## src/rtl/prio_irq_pkg.sv

```systemverilog
package prio_irq_pkg;
  localparam int NF       = 19;
  localparam int NG       = 8;
  localparam int GW       = $clog2(NG);
  localparam int PC_W     = 16;
  localparam int CF_W     = 4;
  localparam logic [PC_W-1:0] VEC_BASE = 16'h0100;

  typedef enum logic [1:0] {ST_IDLE, ST_SAVE, ST_PUSH, ST_LOAD} ent_st_e;

  // group number (1..7) of maskable flag bit b; the ordering is decoded by the encoder
  function automatic int flag_group(input int b);
    if (b < 3)       return 1;
    else if (b < 5)  return 2;
    else if (b < 11) return 3;
    else if (b < 12) return 4;
    else if (b < 13) return 5;
    else if (b < 17) return 6;
    else             return 7;
  endfunction

  function automatic logic [NF-1:0] group_bits(input int g);
    logic [NF-1:0] v;
    v = '0;
    for (int b = 0; b < NF; b++) if (flag_group(b) == g) v[b] = 1'b1;
    return v;
  endfunction
endpackage

```

## src/rtl/irq_flag_bank.sv

```systemverilog
module irq_flag_bank
  import prio_irq_pkg::*;
(
  input  logic          clk,
  input  logic          rst_n,
  input  logic [NF-1:0] src_pulse,
  input  logic          wdt_pulse,
  input  logic          reg_wr,
  input  logic [1:0]    reg_addr,
  input  logic [NF-1:0] reg_wdata,
  output logic [NF-1:0] flags,
  output logic [NF-1:0] masks,
  output logic          wdt_flag,
  output logic [NF-1:0] reg_rdata
);
  logic wr_flag, wr_mask, wr_wdt;
  assign wr_flag = reg_wr && (reg_addr == 2'd0);
  assign wr_mask = reg_wr && (reg_addr == 2'd1);
  assign wr_wdt  = reg_wr && (reg_addr == 2'd2);

  for (genvar i = 0; i < NF; i++) begin : g_bit
    always_ff @(posedge clk or negedge rst_n) begin
      if (!rst_n)                          flags[i] <= 1'b0;
      else if (src_pulse[i])               flags[i] <= 1'b1;
      else if (wr_flag && reg_wdata[i])    flags[i] <= 1'b0;
    end


    flag_set_chk: assert property (@(posedge clk) disable iff (!rst_n)
      src_pulse[i] |=> flags[i]);

    flag_clr_chk: assert property (@(posedge clk) disable iff (!rst_n)
      (wr_flag && reg_wdata[i] && !src_pulse[i]) |=> !flags[i]);
  end

  always_ff @(posedge clk or negedge rst_n) begin
    if (!rst_n)       masks <= '0;
    else if (wr_mask) masks <= reg_wdata;
  end

  always_ff @(posedge clk or negedge rst_n) begin
    if (!rst_n)                      wdt_flag <= 1'b0;
    else if (wdt_pulse)              wdt_flag <= 1'b1;
    else if (wr_wdt && reg_wdata[0]) wdt_flag <= 1'b0;
  end

  always_comb begin
    unique case (reg_addr)
      2'd0:    reg_rdata = flags;
      2'd1:    reg_rdata = masks;
      2'd2:    reg_rdata = {{(NF-1){1'b0}}, wdt_flag};
      default: reg_rdata = '0;
    endcase
  end


  mask_hold_chk: assert property (@(posedge clk) disable iff (!rst_n)
    !wr_mask |=> $stable(masks));
endmodule

```

## src/rtl/irq_prio_enc.sv

```systemverilog
module irq_prio_enc
  import prio_irq_pkg::*;
(
  input  logic            clk,
  input  logic            rst_n,
  input  logic [NF-1:0]   flags,
  input  logic [NF-1:0]   masks,
  input  logic            wdt_flag,
  output logic            any_pend,
  output logic [PC_W-1:0] vector
);
  logic [NF-1:0] live;
  logic [NG-1:0] grp_pend;
  logic [NG-1:0] grant;
  logic [GW-1:0] win;

  assign live        = flags & masks;
  assign grp_pend[0] = wdt_flag;

  for (genvar g = 1; g < NG; g++) begin : g_grp
    localparam logic [NF-1:0] SEL = group_bits(g);
    assign grp_pend[g] = |(live & SEL);
  end

  always_comb begin
    win   = '0;
    grant = '0;
    for (int g = NG - 1; g >= 0; g--) begin
      if (grp_pend[g]) begin
        win   = GW'(g);
        grant = NG'(1) << g;
      end
    end
  end

  assign any_pend = |grp_pend;
  assign vector   = VEC_BASE | (PC_W'(win) << 1);


  one_grant_chk: assert property (@(posedge clk) disable iff (!rst_n)
    $onehot0(grant) && ((grant == '0) == !any_pend));

  wdt_top_chk: assert property (@(posedge clk) disable iff (!rst_n)
    wdt_flag |-> (vector == VEC_BASE));
endmodule

```

## src/rtl/irq_entry_seq.sv

```systemverilog
module irq_entry_seq
  import prio_irq_pkg::*;
(
  input  logic            clk,
  input  logic            rst_n,
  input  logic            any_pend,
  input  logic [PC_W-1:0] vector,
  input  logic            ei_set,
  input  logic            instr_done,
  input  logic [PC_W-1:0] cur_pc,
  input  logic [CF_W-1:0] cur_flags,
  output logic            i_flag,
  output logic            irq_req,
  output logic            save_valid,
  output logic [CF_W-1:0] save_data,
  output logic            push_valid,
  input  logic            push_ready,
  output logic [PC_W-1:0] push_data,
  output logic            pc_load_valid,
  output logic [PC_W-1:0] pc_load_addr,
  output logic            entry_ack
);
  ent_st_e         st;
  logic            accept;
  logic [PC_W-1:0] pc_q, vec_q;
  logic [CF_W-1:0] cf_q;

  assign irq_req = i_flag && any_pend && (st == ST_IDLE);
  assign accept  = irq_req && instr_done;

  always_ff @(posedge clk or negedge rst_n) begin
    if (!rst_n) begin
      st    <= ST_IDLE;
      pc_q  <= '0;
      vec_q <= '0;
      cf_q  <= '0;
    end else begin
      unique case (st)
        ST_IDLE: if (accept) begin
          st    <= ST_SAVE;
          pc_q  <= cur_pc;
          vec_q <= vector;
          cf_q  <= cur_flags;
        end
        ST_SAVE: st <= ST_PUSH;
        ST_PUSH: if (push_ready) st <= ST_LOAD;
        default: st <= ST_IDLE;
      endcase
    end
  end

  always_ff @(posedge clk or negedge rst_n) begin
    if (!rst_n)              i_flag <= 1'b0;
    else if (st == ST_SAVE)  i_flag <= 1'b0;
    else if (ei_set)         i_flag <= 1'b1;
  end

  assign save_valid    = (st == ST_SAVE);
  assign save_data     = cf_q;
  assign push_valid    = (st == ST_PUSH);
  assign push_data     = pc_q;
  assign pc_load_valid = (st == ST_LOAD);
  assign pc_load_addr  = vec_q;
  assign entry_ack     = (st == ST_LOAD);


  push_hold_chk: assert property (@(posedge clk) disable iff (!rst_n)
    (push_valid && !push_ready) |=> (push_valid && $stable(push_data)));

  save_then_push_chk: assert property (@(posedge clk) disable iff (!rst_n)
    save_valid |=> (push_valid && !i_flag));

  load_after_push_chk: assert property (@(posedge clk) disable iff (!rst_n)
    (push_valid && push_ready) |=> (pc_load_valid && entry_ack));

  req_gate_chk: assert property (@(posedge clk) disable iff (!rst_n)
    irq_req |-> i_flag);

  start_cond_chk: assert property (@(posedge clk) disable iff (!rst_n)
    $rose(save_valid) |-> $past(instr_done && irq_req));
endmodule

```

## src/rtl/prio_irq_ctrl.sv

```systemverilog
module prio_irq_ctrl
  import prio_irq_pkg::*;
(
  input  logic            clk,
  input  logic            rst_n,
  input  logic [NF-1:0]   src_pulse,
  input  logic            wdt_pulse,
  input  logic            reg_wr,
  input  logic [1:0]      reg_addr,
  input  logic [NF-1:0]   reg_wdata,
  output logic [NF-1:0]   reg_rdata,
  input  logic            ei_set,
  output logic            i_flag,
  output logic            irq_req,
  output logic [PC_W-1:0] irq_vector,
  input  logic            instr_done,
  input  logic [PC_W-1:0] cur_pc,
  input  logic [CF_W-1:0] cur_flags,
  output logic            save_valid,
  output logic [CF_W-1:0] save_data,
  output logic            push_valid,
  input  logic            push_ready,
  output logic [PC_W-1:0] push_data,
  output logic            pc_load_valid,
  output logic [PC_W-1:0] pc_load_addr,
  output logic            entry_ack
);
  logic [NF-1:0] flags, masks;
  logic          wdt_flag, any_pend;

  irq_flag_bank u_bank (
    .clk, .rst_n, .src_pulse, .wdt_pulse, .reg_wr, .reg_addr, .reg_wdata,
    .flags, .masks, .wdt_flag, .reg_rdata
  );

  irq_prio_enc u_enc (
    .clk, .rst_n, .flags, .masks, .wdt_flag, .any_pend, .vector(irq_vector)
  );

  irq_entry_seq u_seq (
    .clk, .rst_n, .any_pend, .vector(irq_vector), .ei_set, .instr_done,
    .cur_pc, .cur_flags, .i_flag, .irq_req, .save_valid, .save_data,
    .push_valid, .push_ready, .push_data, .pc_load_valid, .pc_load_addr,
    .entry_ack
  );
endmodule

```

## config.mk

```make
export PLATFORM = sky130hd
export DESIGN_NAME = prio_irq_ctrl
export DESIGN_NICKNAME = d
export VERILOG_FILES = /design/src/rtl/prio_irq_pkg.sv /design/src/rtl/irq_flag_bank.sv /design/src/rtl/irq_prio_enc.sv /design/src/rtl/irq_entry_seq.sv /design/src/rtl/prio_irq_ctrl.sv
export SDC_FILE = /design/constraint.sdc
export NUM_CORES = 1
export LEC_CHECK = 0
export BUFFER_PORTS_ARGS = -buffer_cell sky130_fd_sc_hd__clkbuf_2
export CAP_MARGIN = 10
export CORE_ASPECT_RATIO = 1.75
export CORE_MARGIN = 4
export CORE_UTILIZATION = 40
export CTS_CLUSTER_SIZE = 40
export DETAILED_ROUTE_END_ITERATION = 8
export GPL_TIMING_DRIVEN = 0
export PLACE_DENSITY = 0.7
export SYNTH_ARGS = -nofsm -noshare
export SYNTH_HDL_FRONTEND = slang
export SYNTH_SLANG_ARGS = --single-unit
```

## constraint.sdc

```tcl
create_clock -name clk -period 3.4 [get_ports clk]
set_clock_uncertainty 0.1 [all_clocks]
set_input_delay 0.17 -clock clk [delete_from_list [all_inputs] [get_ports clk]]
set_output_delay 0.17 -clock clk [all_outputs]
set_load 0.05 [all_outputs]
```

==> flow_metrics.py <==
metrics = {
    "outcome": {
        "outcome": "finished clean",
    },
    "timing": {
        "drv_slew": 0,
        "fin_crit_ns": 2.57,
        "setup_viol": 0,
        "max-slew-margin-rel_pct": 40.8,
        "clock.fmax_mhz": 389,
        "setup_ws_ns": 0.826,
        "hold_violations": 0,
        "rsz0062_at_grt": "no",
        "setup_tns_ns": 0,
        "period_share_pct": 75.7,
        "tightest_slew_ns": 0.888,
    },
    "synth": {
        "synth_area_um2": 3230,
        "synthFlopType": "dfrtp_1",
        "synth_cell_types": 38,
        "ys_warn_count": 0,
        "synthCells": 273,
        "synth-edff-count": 0,
        "ys_ff_latch": 66,
        "async_flop_share_pct": 100,
        "synth.avg_cell_area_um2": 11.8,
        "synth-seq-area-share_pct": 51.2,
    },
    "cells_and_area": {
        "insertedDiodeCount": 0,
        "final_cell_mix": "clkbuf_2, dfrtp_1, dlygate4sd3_1",
        "nNetsFinal": 555,
        "final_common_cell": "clkbuf_2",
        "syn_to_final_growth_pct": 52.0,
        "drive_gt1_share_pct": 41.8,
    },
    "die": {
        "initial_core_util_pct": 40.8,
        "dieArea_um2": 9630,
        "die_x_um": 75.9,
        "io_pins": 144,
        "core_area_um2": 7910,
        "row_count": 43,
        "die_h_um": 127,
    },
    "worst_setup_path": {
        "worst-setup-path-type": "reg -> out",
        "cp_max_fo": 4,
        "end_kind": "output pin",
        "rr_worst_depth": 5,
        "start_kind": "flip-flop",
        "cp.required_ns": 3.13,
        "arrival_ns": 2.30,
    },
    "worst_hold_path": {
        "whs_path_depth": 2,
        "hold_path.class": "in -> reg",
    },
    "drt": {
        "vias_per_cell": 4.77,
        "drt-pass1-iter-count": 4,
        "ant_nets": 0,
        "route.detailed.drc": 0,
        "drt_iter0_markers": 72,
        "wl_per_cell_um": 14.3,
        "vias": 2755,
        "wl_mm": 8.27,
    },
    "grt": {
        "grt-ovfl-total": 0,
        "grt_use_total_pct": 17.8,
        "grt_max_degree": 67,
        "antenna_found_initial": 0,
        "first_global_vias": 2848,
        "grt_pass1_wl_mm": 13.8,
    },
    "clock_network": {
        "post_cts_buffers": 0,
        "htree_levels": 3,
        "cts_tree": "built",
        "clk_pin_slew_ns": 0.05,
        "clk_latency_ns": 0.33,
        "cts_made_buffers": 9,
        "clock_sinks": 66,
        "cts_root_buf": "clkbuf_16",
        "cts_buffer_depth": 2,
    },
    "placed_design": {
        "dpl.hpwl_mm": 5.94,
        "post-place-ws_ns": 1.04,
        "port_buffers": 117,
        "gp_congestion": 0.741,
    },
    "power": {
        "power_density_nw_per_um2": 717,
        "swShare_pct": 41.9,
        "ir_worst_vdd_uv": 366,
        "p_int_mw": 2.05,
        "p_clk_share_pct": 25.1,
        "pwr-share-seq_pct": 31.5,
        "power_leakage_nw": 2.39,
        "power_frac_comb_pct": 43.4,
        "p_switching_mw": 1.47,
    },
    "flow_run": {
        "drv_cap": 0,
    },
}
-- state kept, by name, summed over array words and instances, names as in the netlist --
register,flops
u_bank.flags,19
u_seq.st,2
u_seq.i_flag,1
u_seq.pc_load_addr,4
u_seq.save_data,4
u_bank.wdt_flag,1
u_seq.push_data,16
u_bank.masks,19
-- cells by family after synthesis --
kind of cell,Yosys count,share of synthesized area (%)
buf+inv,38,7.95
compound gates,39,9.50
fa+ha+maj,4,1.55
flops,66,51.2
other cells,2,0.233
mux,61,20.5
simple gates,63,9.07
-- synthesized netlist by cell type, types with 2 or more instances --
cell type | count | area (um2)
buf_4 | 26 | 195
mux2i_1 | 19 | 190
dfrtp_1 | 66 | 1650
mux2_2 | 42 | 473
a21o_1 | 20 | 150
nand2_1 | 22 | 82.6
nand2b_1 | 2 | 12.5
conb_1 | 2 | 7.51
a22oi_1 | 8 | 60.1
clkbuf_1 | 6 | 22.5
nor2_1 | 24 | 90.1
buf_6 | 2 | 22.5
inv_1 | 2 | 7.51
nand3b_1 | 2 | 15.0
and3_1 | 2 | 12.5
ha_1 | 4 | 50.1
a21oi_1 | 2 | 10.0
nand4_1 | 2 | 12.5
-- worst max-delay path, stage by stage, from the launching register on --
cell      delay, ns
dfrtp_1        0.40
a222oi_1       0.45
nand2b_1       0.22
or3_1          0.46
and3_1         0.20
clkbuf_2       0.23
-- through the flow --
stage	instances	power (mW)	util, %	hold slack, ns	instance area, um2
finish	578	3.52	62.0	0.00813	4910
global route	578	3.69	62.0	0.0108	4910
CTS	578	3.55	62.0	0.000721	4910
detailed placement	503	2.60	50.8	0.254	4020
global placement	503	2.57	50.7	0.250	4010
floorplan	296	2.26	-	-0.226	3310
-- final timing paths --
check                                           start                     to  slack (ns)
worst max-delay path                  u_bank.flags[2]                irq_req        0.83
worst min-delay path                    reg_wdata[15]       u_bank.masks[15]       0.008
worst max register to register        u_bank.flags[2]    u_seq.push_data[14]        1.04
worst min register to register  u_seq.pc_load_addr[1]  u_seq.pc_load_addr[1]        0.37
max in group asynchronous                       rst_n  u_seq.pc_load_addr[1]        2.20
min in group asynchronous                       rst_n    u_seq.push_data[10]        0.41
-- area by class of cell --
| class | instances | area [um2] |
|---|---|---|
| Inverter | 2 | 7.51 |
| Fill cell | 639 | 3000 |
| Sequential cell | 66 | 1650 |
| Clock inverter | 1 | 7.51 |
| Timing Repair Buffer | 177 | 1190 |
| Multi-Input combinational cell | 192 | 1410 |
| Tap cell | 90 | 113 |
| Buffer | 36 | 249 |
| Clock buffer | 14 | 284 |
-- repair_timing --
action                                 4_1_cts  5_1_grt
endpoints found under the hold margin      122        0
setup endpoints to repair                    0        0
hold buffers                                60        0
resized for setup                            0        0
-- metal layers --
layer	track usage, %	vias to the layer above	wire [um]
met5	0	-	0
met4	9.75	0	276
met3	4.05	25	459
met2	31.5	101	4430
met1	19.2	1303	3100
li1	-	1326	-
-- power groups by stage --
| stage | clock, mW | combinational (mW) | sequential (mW) |
|---|---|---|---|
| 3_5_place_dp | 0 | 1.48 | 1.12 |
| 2_1_floorplan | 0 | 0.695 | 1.56 |
| 5_1_grt | 0.938 | 1.62 | 1.13 |
| 3_3_place_gp | 0 | 1.47 | 1.10 |
| 4_1_cts | 0.909 | 1.54 | 1.10 |
| 6_report | 0.884 | 1.53 | 1.11 |
(Power assumes the default switching activity.)
